===== src/rtl/flash_erase_pkg.sv =====
package flash_erase_pkg;
  localparam int unsigned CTRL_START = 0;
  localparam int unsigned CTRL_ERASE = 1;
  localparam int unsigned CTRL_WREN  = 2;
  localparam int unsigned CTRL_CFG   = 3;
  localparam logic        ADDR_CTRL  = 1'b0;
  localparam logic        ADDR_KEY   = 1'b1;
  localparam logic [7:0]  KEY_FIRST  = 8'h55;
  localparam logic [7:0]  KEY_SECOND = 8'hAA;

  typedef enum logic [1:0] {
    UNL_IDLE  = 2'd0,
    UNL_HALF  = 2'd1,
    UNL_ARMED = 2'd2
  } unlock_state_e;
endpackage


===== src/rtl/fre_unlock.sv =====
module fre_unlock
  import flash_erase_pkg::*;
(
  input  logic       clk_i,
  input  logic       rst_ni,
  input  logic       key_we_i,
  input  logic [7:0] key_data_i,
  input  logic       consume_i,
  output logic       armed_o
);
  unlock_state_e state_q, state_d;

  always_comb begin
    state_d = state_q;
    if (consume_i) begin
      state_d = UNL_IDLE;
    end else if (key_we_i) begin
      unique case (state_q)
        UNL_IDLE: state_d = (key_data_i == KEY_FIRST)  ? UNL_HALF  : UNL_IDLE;
        UNL_HALF: state_d = (key_data_i == KEY_SECOND) ? UNL_ARMED : UNL_IDLE;
        default:  state_d = UNL_IDLE;
      endcase
    end
  end

  always_ff @(posedge clk_i or negedge rst_ni) begin
    if (!rst_ni) state_q <= UNL_IDLE;
    else         state_q <= state_d;
  end

  assign armed_o = (state_q == UNL_ARMED);


  arm_needs_second_key_chk: assert property (@(posedge clk_i) disable iff (!rst_ni)
    $rose(armed_o) |-> $past(key_we_i && key_data_i == KEY_SECOND));


  consume_disarms_chk: assert property (@(posedge clk_i) disable iff (!rst_ni)
    consume_i |=> !armed_o);
endmodule


===== src/rtl/fre_timer.sv =====
module fre_timer #(
  parameter int unsigned ERASE_CYCLES = 250000
) (
  input  logic clk_i,
  input  logic rst_ni,
  input  logic start_i,
  output logic busy_o,
  output logic done_o
);
  localparam int unsigned CNT_W = (ERASE_CYCLES > 2) ? $clog2(ERASE_CYCLES) : 1;
  localparam logic [CNT_W-1:0] CNT_LAST = CNT_W'(ERASE_CYCLES - 1);

  logic [CNT_W-1:0] cnt_q;
  logic             busy_q, done_q;

  always_ff @(posedge clk_i or negedge rst_ni) begin
    if (!rst_ni) begin
      cnt_q  <= '0;
      busy_q <= 1'b0;
      done_q <= 1'b0;
    end else begin
      done_q <= 1'b0;
      if (busy_q) begin
        if (cnt_q == '0) begin
          busy_q <= 1'b0;
          done_q <= 1'b1;
        end else begin
          cnt_q <= cnt_q - 1'b1;
        end
      end else if (start_i) begin
        busy_q <= 1'b1;
        cnt_q  <= CNT_LAST;
      end
    end
  end

  assign busy_o = busy_q;
  assign done_o = done_q;


  cnt_in_range_chk: assert property (@(posedge clk_i) disable iff (!rst_ni)
    cnt_q <= CNT_LAST);


  done_after_busy_chk: assert property (@(posedge clk_i) disable iff (!rst_ni)
    done_q |-> (!busy_q && $past(busy_q)));


  done_single_chk: assert property (@(posedge clk_i) disable iff (!rst_ni)
    done_q |=> !done_q);
endmodule


===== src/rtl/flash_row_eraser.sv =====
module flash_row_eraser
  import flash_erase_pkg::*;
#(
  parameter int unsigned PTR_W        = 22,
  parameter int unsigned ROW_LSB      = 6,
  parameter int unsigned ERASE_CYCLES = 250000
) (
  input  logic                     clk_i,
  input  logic                     rst_ni,
  input  logic                     reg_we_i,
  input  logic                     reg_addr_i,
  input  logic [7:0]               reg_wdata_i,
  output logic [7:0]               reg_rdata_o,
  input  logic [PTR_W-1:0]         ptr_i,
  output logic                     stall_o,
  output logic                     erase_req_o,
  output logic [PTR_W-ROW_LSB-1:0] erase_row_o,
  output logic                     done_o
);
  localparam int unsigned ROW_W = PTR_W - ROW_LSB;

  logic             busy, armed, ctrl_we, key_we, start_wr, mode_ok, launch;
  logic             cfg_q, wren_q, erase_q;
  logic [ROW_W-1:0] row_q;
  logic             unused_bits;

  assign ctrl_we  = reg_we_i && (reg_addr_i == ADDR_CTRL) && !busy;
  assign key_we   = reg_we_i && (reg_addr_i == ADDR_KEY) && !busy;
  assign start_wr = ctrl_we && reg_wdata_i[CTRL_START];
  assign mode_ok  = reg_wdata_i[CTRL_WREN] && reg_wdata_i[CTRL_ERASE] && !reg_wdata_i[CTRL_CFG];
  assign launch   = start_wr && mode_ok && armed;

  fre_unlock u_unlock (
    .clk_i      (clk_i),
    .rst_ni     (rst_ni),
    .key_we_i   (key_we),
    .key_data_i (reg_wdata_i),
    .consume_i  (start_wr),
    .armed_o    (armed)
  );

  fre_timer #(.ERASE_CYCLES(ERASE_CYCLES)) u_timer (
    .clk_i   (clk_i),
    .rst_ni  (rst_ni),
    .start_i (launch),
    .busy_o  (busy),
    .done_o  (done_o)
  );

  always_ff @(posedge clk_i or negedge rst_ni) begin
    if (!rst_ni) begin
      cfg_q   <= 1'b0;
      wren_q  <= 1'b0;
      erase_q <= 1'b0;
      row_q   <= '0;
    end else begin
      if (ctrl_we) begin
        cfg_q   <= reg_wdata_i[CTRL_CFG];
        wren_q  <= reg_wdata_i[CTRL_WREN];
        erase_q <= reg_wdata_i[CTRL_ERASE];
      end
      if (launch) row_q <= ptr_i[PTR_W-1:ROW_LSB];
    end
  end

  always_comb begin
    reg_rdata_o = '0;
    if (reg_addr_i == ADDR_CTRL) begin
      reg_rdata_o[CTRL_START] = busy;
      reg_rdata_o[CTRL_ERASE] = erase_q;
      reg_rdata_o[CTRL_WREN]  = wren_q;
      reg_rdata_o[CTRL_CFG]   = cfg_q;
    end
  end

  assign stall_o     = busy;
  assign erase_req_o = busy;
  assign erase_row_o = row_q;
  assign unused_bits = ^{ptr_i[ROW_LSB-1:0], reg_wdata_i[7:4]};


  launch_legal_chk: assert property (@(posedge clk_i) disable iff (!rst_ni)
    $rose(stall_o) |-> $past(armed && reg_we_i && reg_addr_i == ADDR_CTRL
      && reg_wdata_i[CTRL_START] && reg_wdata_i[CTRL_WREN]
      && reg_wdata_i[CTRL_ERASE] && !reg_wdata_i[CTRL_CFG]));


  row_stable_chk: assert property (@(posedge clk_i) disable iff (!rst_ni)
    (busy && $past(busy)) |-> $stable(erase_row_o));


  mode_frozen_chk: assert property (@(posedge clk_i) disable iff (!rst_ni)
    (busy && $past(busy)) |-> $stable({cfg_q, wren_q, erase_q}));
endmodule


===== config.mk =====
export PLATFORM = sky130hd
export DESIGN_NAME = flash_row_eraser
export DESIGN_NICKNAME = d
export VERILOG_FILES = /design/src/rtl/flash_erase_pkg.sv /design/src/rtl/fre_unlock.sv /design/src/rtl/fre_timer.sv /design/src/rtl/flash_row_eraser.sv
export SDC_FILE = /design/constraint.sdc
export NUM_CORES = 1
export LEC_CHECK = 0
export BUFFER_PORTS_ARGS = -buffer_cell sky130_fd_sc_hd__buf_4
export CAP_MARGIN = 20
export CORE_ASPECT_RATIO = 1.5
export CORE_MARGIN = 10
export CORE_UTILIZATION = 51
export DETAILED_ROUTE_END_ITERATION = 10
export PLACE_DENSITY_LB_ADDON = 0.15
export SYNTH_ARGS = -nofsm -noshare
export SYNTH_HDL_FRONTEND = slang
export SYNTH_SLANG_ARGS = --single-unit

===== constraint.sdc =====
create_clock -name clk_i -period 2.3 [get_ports clk_i]
set_clock_uncertainty 0.1 [all_clocks]
set_input_delay 0.23 -clock clk_i [delete_from_list [all_inputs] [get_ports clk_i]]
set_output_delay 0.23 -clock clk_i [all_outputs]
set_load 0.05 [all_outputs]

# Yosys cells after proc, flatten, opt, wreduce, memory -nomap -nowiden
# Index checks and enable logic that the tools add are counted.
word_totals:
  register_bits: 41
  output_inout_bits: 27
  elab_cells: 45
op_classes:
  add_sub_neg: 1
  eq_ne: 5
  n_mux: 14
  bitwise: 1
  reduce_logical: 16
ops:
  columns: ["op", "count"]
  rows:
  - ["18-bit two-way mux", 3]
  - ["18-bit zero test", 1]
  - ["18-bit by 1-bit subtractor with 18-bit output, second input constant", 1]
  - ["1-bit logical AND", 9]
  - ["8-bit by 7-bit == test with 1-bit output, second input constant", 1]
  - ["8-bit == test, second input constant", 1]
  - ["1-bit two-way mux", 6]
  - ["2-bit two-way mux", 3]
  - ["4-bit two-way mux", 1]
  - ["2-bit case mux with 2 select lines", 1]
  - ["2-bit nonzero test", 2]
  - ["2-bit by 1-bit == test with 1-bit output, second input constant", 1]
  - ["2-bit == test, second input constant", 1]
  - ["1-bit zero test", 2]
  - ["2-bit zero test", 1]
  - ["2-bit != test, second input constant", 1]
  - ["2-bit AND reduction", 1]
  - ["1-bit NOT", 1]

# Logic depth before layout (Yosys ltp)
# Gate-level depths: netlist of the first run.
depth:
  depth_word: 8
  depth_mapped: 7
  mapped_depth_nobuf: 6

# By module
# Synthesis of the first run repeated with hierarchy kept, for this count alone.
hier_totals:
  hier_cells: 185
  area_unflattened_um2: 2185.8
modules_own_cells:
  columns: ["module", "n_inst", "cells_each", "area_each_um2", "seq_area_each_um2"]
  rows:
  - ["fre_timer", 1, 117, 1147.4, 500.5]
  - ["flash_row_eraser", 1, 55, 883.3, 475.5]
  - ["fre_unlock", 1, 13, 155.1, 50.0]

# Worst setup path before layout of the first run
# OpenSTA, ideal clock, no wires.
synth_timing:
  kind: "reg-to-reg"
  startpoint: "reg u_timer.busy_q (netlist: u_timer.busy_o)"
  endpoint: "reg row_q[6] (netlist: erase_row_o[6])"
  setup_ps: 119
  arrival_time_ps: 1914
  required_time_ps: 2081
  path_slack_ps: 167
  path_stages_with_launch: 8
  path_cell_list: "dfrtp_1 -> or3b_1 -> buf_2 -> or3_4 -> buf_6 -> buf_2 -> nand2_1 -> nand2_1"
synth_between:
  elab_chain_cells: 5
synth_rtl:
  columns: ["item", "line", "source"]
  rows:
  - ["from (decl)", "fre_timer.sv:14", "logic busy_q, done_q;"]
  - ["from (signal assigned)", "fre_timer.sv:19", "busy_q <= 1'b0;"]
  - ["from (signal assigned)", "fre_timer.sv:25", "busy_q <= 1'b0;"]
  - ["from (signal assigned)", "fre_timer.sv:31", "busy_q <= 1'b1;"]
  - ["1-bit zero test", "flash_row_eraser.sv:27", "assign ctrl_we = reg_we_i && (reg_addr_i == ADDR_CTRL) && !busy;"]
  - ["1-bit logical AND", "flash_row_eraser.sv:27", null]
  - ["1-bit logical AND", "flash_row_eraser.sv:29", "assign start_wr = ctrl_we && reg_wdata_i[CTRL_START];"]
  - ["1-bit logical AND (2 in series)", "flash_row_eraser.sv:31", "assign launch = start_wr && mode_ok && armed;"]
  - ["to (signal assigned)", "flash_row_eraser.sv:62", "if (launch) row_q <= ptr_i[PTR_W-1:ROW_LSB];"]
  - ["to (decl)", "flash_row_eraser.sv:24", "logic [ROW_W-1:0] row_q;"]
# Every way passes these cells.
# A chain may end at the register's enable or synchronous reset.

# Worst setup path in the final report of the first run
layout_timing:
  startpoint: "reg u_timer.cnt_q[2]"
  endpoint: "reg u_timer.cnt_q[17]"
layout_between:
  elab_chain_cells: 3
layout_rtl:
  columns: ["item", "line", "source"]
  rows:
  - ["from (decl)", "fre_timer.sv:13", "logic [CNT_W-1:0] cnt_q;"]
  - ["from (signal assigned)", "fre_timer.sv:28", "cnt_q <= cnt_q - 1'b1;"]
  - ["18-bit by 1-bit subtractor with 18-bit output / 18-bit zero test (equally long branches)", "fre_timer.sv:28, fre_timer.sv:24", null]
  - ["18-bit two-way mux / 2-bit != test (equally long branches)", null, null]
  - ["18-bit two-way mux / 2-bit AND reduction (equally long branches)", null, null]
# Parallel ways exist; a longest one is shown, timed or not. The select of a mux whose other input is x is not followed.

==> run metrics, run 1 <==
most common cell in the netlist nand2_1; total of max-cap violations 0; nets@finish 303; RSZ-0062 raised after global routing no; initial core utilization 0.5245; flops & latches, synth 41; die area 6980 um^2; Fin. Hold Viols 0; CP Class reg -> reg; Netlist cell types 44; CTS buffer count 5; standard-cell row count 28; largest area contributor in the netlist dfrtp_1; setup TNS 0 ns; number of global-route vias before repair 1766; top cells by count, synth nand2_1, dfrtp_1, nor3_1; Mean Syn Cell Area 9.575 um^2; ys async rst share 1.000; element type at the critical path start flop; DRT Pass-1 Iters 4; Filler cells 323; Clock Sink Count 41; post-route cell area 2535 um^2; CTS Buffer Depth 2; CP endpoint kind flop; Crit Path Max Fanout 7; largest net degree at the start of global routing 42; sequential area share after synthesis 0.5031; Post-CTS Setup Inserts 0; number of synthesized flops with an enable pin 0; Cell Area, Placed 2451 um^2; Syn. warnings 0; final period utilization 0.8859; Worst-Skew Late Latency 0.29 ns; Worst-path clk slew 0.08 ns; P_leak 1.254 nW; Remaining DRCs 0; critical path required time 2.36 ns; status finished, final reports clean; Synth Instances 213; CTS tree yes; htree depth 2; root buffer cell clkbuf_8; total track usage 0.1356; initial antenna violation count 0; fraction of layout cells with a size suffix above 1 0.2734; via total after detailed routing 1680; # diodes 0; Boundary Pins 61; area grow syn2layout 24.29%; IO buf count 50; Avg WL per Cell 14.98 um; Synth Cell Area 2039 um^2; half-perimeter wire length after placement 3467 um; Synth area leaders dfrtp_1, nand2_1, mux2i_1; initial detailed-routing violation count 75; fmax 490.8 MHz; global route total overflow 0; endpoints failing setup 0; top-area cell type share of the netlist area 0.5031; worst hold path type in -> reg; leading register cell type out of synthesis dfrtp_1; Max VDD drop 0.4354 mV; Routed WL 4674 um; Worst Path Arrival 2.10 ns; DIE HEIGHT 97.45 um; Max Slew Vio Count 0; Routed Antenna Nets 0; global-route wire length before repair 7941 um; Placer Congestion 0.7613; Design Power 0.001243 W; cell area power density 490.4 nW/um^2; Via density 5.385; Worst-Margin Slew 0.5148 ns; Max-Slew Margin vs Limit 0.6568; min Tclk post-route 2.038 ns; core area 3889 um^2; hold_ws 0.03191 ns; die span in x 71.63 um
==> per-layer routing <==
metal | GRT usage | part of all wire
met2 | 0.2514 | 0.54
met1 | 0.1370 | 0.39
met3 | 0.04294 | 0.056
met4 | 0.03886 | 0.0068
met5 | 0 | 0
==> what timing repair did <==
| item | 4_1_cts | 5_1_grt |
|---|---|---|
| endpoints found under the hold margin | 41 | 0 |
| hold buffers | 1 | 0 |
| gates resized for setup | 0 | 0 |
==> logic make-up (layout without fill, tap and decap cells) <==
group	after synthesis	after routing	synth area share
flops	41	41	0.5031
compound gates	29	29	0.08772
buf+inv	16	67	0.04479
other cells	1	4	0.001839
simple gates	113	113	0.2957
fa+ha+maj	1	1	0.006134
mux	12	12	0.06074
==> cell usage in the layout (no fill, tap or decap), types with 3 or more instances in the layout <==
| cell | count |
|---|---|
| nor4_1 | 3 |
| o211ai_1 | 3 |
| and3_1 | 3 |
| nor2_1 | 9 |
| a21oi_1 | 3 |
| nor3_1 | 10 |
| nor2b_1 | 4 |
| dfrtp_1 | 41 |
| buf_4 | 56 |
| nand3_1 | 3 |
| a31oi_1 | 4 |
| o31ai_1 | 3 |
| inv_1 | 4 |
| conb_1 | 4 |
| nand2_1 | 59 |
| mux2i_1 | 9 |
| mux2_2 | 3 |
| clkbuf_8 | 5 |
| o21ai_1 | 3 |
| o21ai_0 | 9 |
==> area by class of cell <==
cell class	count	area (um^2)	area share
tap	45	56.30	0.02221
sequential	41	1026	0.4047
multi-input combinational	159	933.4	0.3682
clock inverter	1	5.005	0.001974
clock buffer	5	68.82	0.02715
inverter	4	15.01	0.005923
timing repair buffer	57	430.4	0.1698
==> critical path, cell delays in order (launching register included) <==
cell     delay (ns)
dfrtp_1        0.39
buf_4          0.15
or4_1          0.59
nor4_4         0.38
and3_1         0.24
o21ai_1        0.06
==> state kept, by name, indices dropped and copies added, names as in the netlist <==
name              flops
wren_q                1
u_unlock.state_q      2
erase_row_o          16
u_timer.busy_o        1
u_timer.done_o        1
erase_q               1
u_timer.cnt_q        18
cfg_q                 1
==> stage by stage <==
stage	worst slack, ns	util	std cells
2_1_floorplan	0.1674	-	216
3_3_place_gp	0.3157	0.6303	305
3_5_place_dp	0.2856	0.6303	305
4_1_cts	0.2580	0.6519	312
5_1_grt	0.07898	0.6519	312
6_report	0.2624	0.6519	312
==> worst paths after layout <==
kind | startpoint | endpoint | slack, ns | cells past startpoint
hold reg to reg | erase_row_o[10] | erase_row_o[10] | 0.37 | 2
hold / removal | ptr_i[17] | erase_row_o[11] | 0.03 | 3
setup / recovery | u_timer.cnt_q[2] | u_timer.cnt_q[17] | 0.26 | 5
setup reg to reg | u_timer.cnt_q[2] | u_timer.cnt_q[17] | 0.26 | 5
min in group asynchronous | rst_ni | u_timer.cnt_q[9] | 0.36 | 2
max in group asynchronous | rst_ni | erase_row_o[7] | 1.39 | 2
==> where the power goes <==
| group | internal, W | total [W] | switching, W |
|---|---|---|---|
| combinational | 0.0000387 | 0.0000882 | 0.0000494 |
| clock | 0.000200 | 0.000432 | 0.000232 |
| sequential | 0.000722 | 0.000723 | 0.000000808 |
No activity file was read; power rests on OpenSTA's default activity.
==> inputs of run 2 (changes only) <==
Settings changed: CORE_UTILIZATION 51 to 46.
Clock period 2.3 ns to 1.6 ns, I/O delays scaled along.
==> run metrics, run 2 (synthesis results as in run 1) <==
global route total overflow 0; die span in x 74.37 um; Worst Path Arrival 2.16 ns; CP Class reg -> reg; core area 4245 um^2; min Tclk post-route 2.054 ns; max reg flops 18; initial core utilization 0.4804; area grow syn2layout 87.18%; Avg WL per Cell 25.54 um; initial antenna violation count 0; Remaining DRCs 0; standard-cell row count 29; Placer Congestion 0.8252; total of max-cap violations 0; Max VDD drop 0.7689 mV; worst hold path type in -> reg; Worst-Skew Late Latency 0.32 ns; most frequent cells in the layout buf_4, dfrtp_1, nand2_2, buf_6, nand2_1; register area 1027 um^2; Via density 6.152; endpoints failing setup 40; initial detailed-routing violation count 220; status complete, but fails checks; nets@finish 383; Boundary Pins 61; element type at the critical path start flop; most common cell after layout, fill and taps aside buf_4; Worst-Margin Slew 0.5446 ns; Fin. Hold Viols 0; number of global-route vias before repair 2432; CTS Buffer Depth 2; # diodes 0; via total after detailed routing 2430; final period utilization 1.284; Multi-input gate area 1331 um^2; worst slack at placement -0.2692 ns; post-route cell area 3817 um^2; CTS buffer count 5; CP cell instances or3b_4, buf_6, buf_6, nor3_4, buf_6, buf_12, nor2_2, mux2i_1; Max-Slew Margin vs Limit 0.6369; fmax 486.9 MHz; Routed WL 10090 um; critical path required time 1.71 ns; failing checks setup timing; P_leak 1.962 nW; root buffer cell clkbuf_8; Clock Sink Count 41; Max Slew Vio Count 0; most used cell, CP buf_6; Cell Area, Placed 2780 um^2; Routed Antenna Nets 0; IO buf count 50; DRT Pass-1 Iters 5; cell area power density 602.4 nW/um^2; global-route wire length before repair 12000 um; Top reg by flops u_timer.cnt_q; hold_ws 0.02356 ns; Filler cells 162; htree depth 2; Worst-path clk slew 0.10 ns; Crit Path Max Fanout 5; RSZ-0062 raised after global routing yes; Slowest-stage cell, CP dfrtp_2; CTS tree yes; largest net degree at the start of global routing 42; CP peak stage delay 0.43 ns; total track usage 0.2020; fraction of layout cells with a size suffix above 1 0.5989; die area 7552 um^2; Final Worst Setup Slack -0.4537 ns; half-perimeter wire length after placement 3973 um; DIE HEIGHT 101.6 um; CP endpoint kind flop
[run 2: report_power, final]
| group | switching, W | leakage [nW] | internal [W] |
|---|---|---|---|
| Sequential | 0.00000202 | 0.489 | 0.00104 |
| Combinational | 0.000100 | 1.40 | 0.0000874 |
| Clock | 0.000443 | 0.0687 | 0.000629 |
[run 2: layer usage]
metal	wire length (um)	share of wire	GRT usage
met5	0	0	0
met4	676	0.067	0.09322
met3	614	0.061	0.03523
met2	5325	0.53	0.3607
met1	3473	0.34	0.2215
[run 2: area by class of cell]
cell class	count	share of cell area
multi-input combinational	161	0.3487
timing repair buffer	135	0.3258
sequential	41	0.2691
clock buffer	5	0.01803
clock inverter	3	0.01803
tap	46	0.01508
inverter	4	0.005244
[run 2: final timing paths]
kind,start,end,slack [ns],depth (start not counted)
min in group asynchronous,rst_ni,erase_row_o[3],0.26,2
min,reg_wdata_i[3],cfg_q,0.02,2
max in group asynchronous,rst_ni,u_timer.busy_o,0.73,2
min reg2reg,erase_row_o[4],erase_row_o[4],0.39,2
max reg2reg,u_timer.busy_o,u_timer.cnt_q[3],-0.45,8
max,u_timer.busy_o,u_timer.cnt_q[3],-0.45,8
[run 2: repair_timing]
action / in CTS / in global routing
buffers inserted: 13 / 13
hold endpoints to repair: 57 / 0
hold buffers: 17 / 0
pin swaps: 36 / 28
gates resized for setup: 53 / 75
endpoints found under the setup margin: 37 / 40
cloned: 5 / 2
[run 2: per-stage QoR]
stage | setup TNS [ns] | instances | utilization | total power, W
2_1_floorplan | -9.252 | 216 | - | 0.001112
3_3_place_gp | -4.619 | 342 | 0.6549 | 0.001189
3_5_place_dp | -5.011 | 342 | 0.6549 | 0.001191
4_1_cts | -5.661 | 384 | 0.8179 | 0.002235
5_1_grt | -12.97 | 395 | 0.8992 | 0.002336
6_report | -11.73 | 395 | 0.8992 | 0.002300
[run 2: critical path, delay by kind of cell (launching register included)]
kind	cells	cell delay (ns)
AND/OR/NAND/NOR	3	0.69
buffers and inverters	4	0.50
multiplexers	1	0.21
flip-flops	1	0.43
==> inputs of run 3 (changes only) <==
Settings changed: REMOVE_ABC_BUFFERS set to 1.
==> run metrics, run 3 (synthesis results as in run 1) <==
status complete, but fails checks; failing checks setup timing; Fin. Hold Viols 0; Max Slew Vio Count 0; CP endpoint kind flop; CP Class reg -> reg; R2R depth 7; Worst-path clk slew 0.10 ns; initial antenna violation count 1; FF-to-FF End erase_row_o[2]; largest net degree at the start of global routing 42; Max-Slew Margin vs Limit 0.6446; Remaining DRCs 0; Crit Path Max Fanout 5; Worst Hold Path EP cfg_q; global-route wire length before repair 11180 um; IO buf count 50; worst slack at placement -0.2758 ns; via total after detailed routing 2410; hold wc startpoint reg_wdata_i[3]; root buffer cell clkbuf_8; CP cell instances or3b_4, buf_6, nor3_4, buf_6, clkbuf_16, nand2_2, nand2_2; sequential share of power 0.493; Sw Share 0.2436; RSZ-0062 raised after global routing yes; global route total overflow 0; Design Power 0.002110 W; Cells after DPL 345; total track usage 0.1905; worst hold path type in -> reg; Comb power frac 0.085; P_int 0.001596 W; Final Worst Setup Slack -0.3640 ns; CP peak stage delay 0.45 ns; Worst Path Arrival 2.11 ns; P_leak 1.827 nW; register area 1026 um^2; Routed WL 9775 um; cell area power density 565.0 nW/um^2; reg2reg setup slack -0.36 ns; Boundary Pins 61; most common cell after layout, fill and taps aside buf_4; DRT Pass-1 Iters 5; Max VDD drop 0.9293 mV; fmax 509.2 MHz; CTS buffer count 5; Placer Congestion 0.7802; Worst-Margin Slew 0.5331 ns; standard-cell row count 29; area grow syn2layout 83.07%; non-filler cells, final 395; Filler cells 175; endpoints failing setup 38; DIE HEIGHT 101.6 um; htree depth 2; CTS Buffer Depth 2; min Tclk post-route 1.964 ns; Critical R2R Launch u_timer.busy_o; final period utilization 1.227; CTS tree yes; total of max-cap violations 0; Avg WL per Cell 24.75 um; critical path required time 1.74 ns; initial core utilization 0.4804; Via density 6.101; Clock Sink Count 41; max reg flops 18; most frequent cells in the layout buf_4, dfrtp_1, nand2_1, nand2_2, dlygate4sd3_1; Worst-Skew Late Latency 0.31 ns; core area 4245 um^2; Top reg by flops u_timer.cnt_q; initial detailed-routing violation count 293; number of global-route vias before repair 2241; Psw 0.0005138 W; element type at the critical path start flop; Routed Antenna Nets 0; clock share of power 0.422; half-perimeter wire length after placement 4011 um; fraction of layout cells with a size suffix above 1 0.5517; hold depth 2; nets@finish 382; Slowest-stage cell, CP dfrtp_1; die area 7552 um^2; die span in x 74.37 um; Multi-input gate area 1284 um^2
==> run 3: power by group through the flow <==
| stage | Sequential [W] | Combinational (W) | Clock [W] |
|---|---|---|---|
| finish | 0.00104 | 0.000180 | 0.000889 |
| detailed placement | 0.00106 | 0.000131 | 0 |
| global route | 0.00104 | 0.000190 | 0.000924 |
| global placement | 0.00106 | 0.000129 | 0 |
| floorplan | 0.00106 | 0.0000438 | 0 |
| CTS | 0.00104 | 0.000167 | 0.000871 |
==> run 3: how the worst max path moves through the flow <==
stage | end | cells past startpoint | start | slack [ns]
final | erase_row_o[2] | 7 | u_timer.busy_o | -0.36
after global routing | u_timer.cnt_q[11] | 6 | u_timer.cnt_q[2] | -0.39
after CTS | u_timer.cnt_q[15] | 5 | u_timer.cnt_q[7] | -0.23
after detailed placement | u_timer.cnt_q[1] | 7 | u_timer.cnt_q[6] | -0.28
after global placement | u_timer.cnt_q[1] | 7 | u_timer.cnt_q[6] | -0.26
after floorplan | u_timer.cnt_q[0] | 4 | u_timer.busy_o | -0.84
==> run 3: layout make-up <==
cell class / instances / share of cell area
multi-input combinational: 161 / 0.3438
timing repair buffer: 134 / 0.3301
sequential: 41 / 0.2748
clock buffer: 6 / 0.01944
tap: 46 / 0.01542
clock inverter: 2 / 0.01039
inverter: 4 / 0.005362
antenna: 1 / 0.0006702
==> run 3: through the flow <==
step                      cell area [um^2]    util  TNS (ns)  hold WS, ns
after floorplan                       1974       -    -27.07      -0.2356
after global placement                2783  0.6555    -5.275      0.07438
after detailed placement              2783  0.6555    -5.976      0.07668
after CTS                             3408  0.8028    -5.498     0.003238
after global routing                  3734  0.8795    -11.92      0.02017
final                                 3734  0.8795    -10.45      0.02034
==> run 3: repair_timing <==
item / CTS / global route
gates cloned: 4 / 4
pin swaps: 19 / 24
setup endpoints to repair: 36 / 39
hold buffers: 17 / 0
gates resized for setup: 45 / 61
setup buffers: 12 / 7
hold endpoints to repair: 57 / 0
==> run 3: metal layers <==
layer | global-route usage | part of all wire | vias to the layer above
li1 | - | - | 1016
met1 | 0.2058 | 0.34 | 1193
met2 | 0.3425 | 0.54 | 155
met3 | 0.04305 | 0.063 | 46
met4 | 0.07627 | 0.059 | 0
met5 | 0 | 0 | -
==> run 3: critical path, delay by kind of cell (launching register included) <==
| kind | cells | cell delay (ns) |
|---|---|---|
| and+or+nand+nor | 4 | 0.88 |
| buffers and inverters | 3 | 0.46 |
| DFF | 1 | 0.45 |
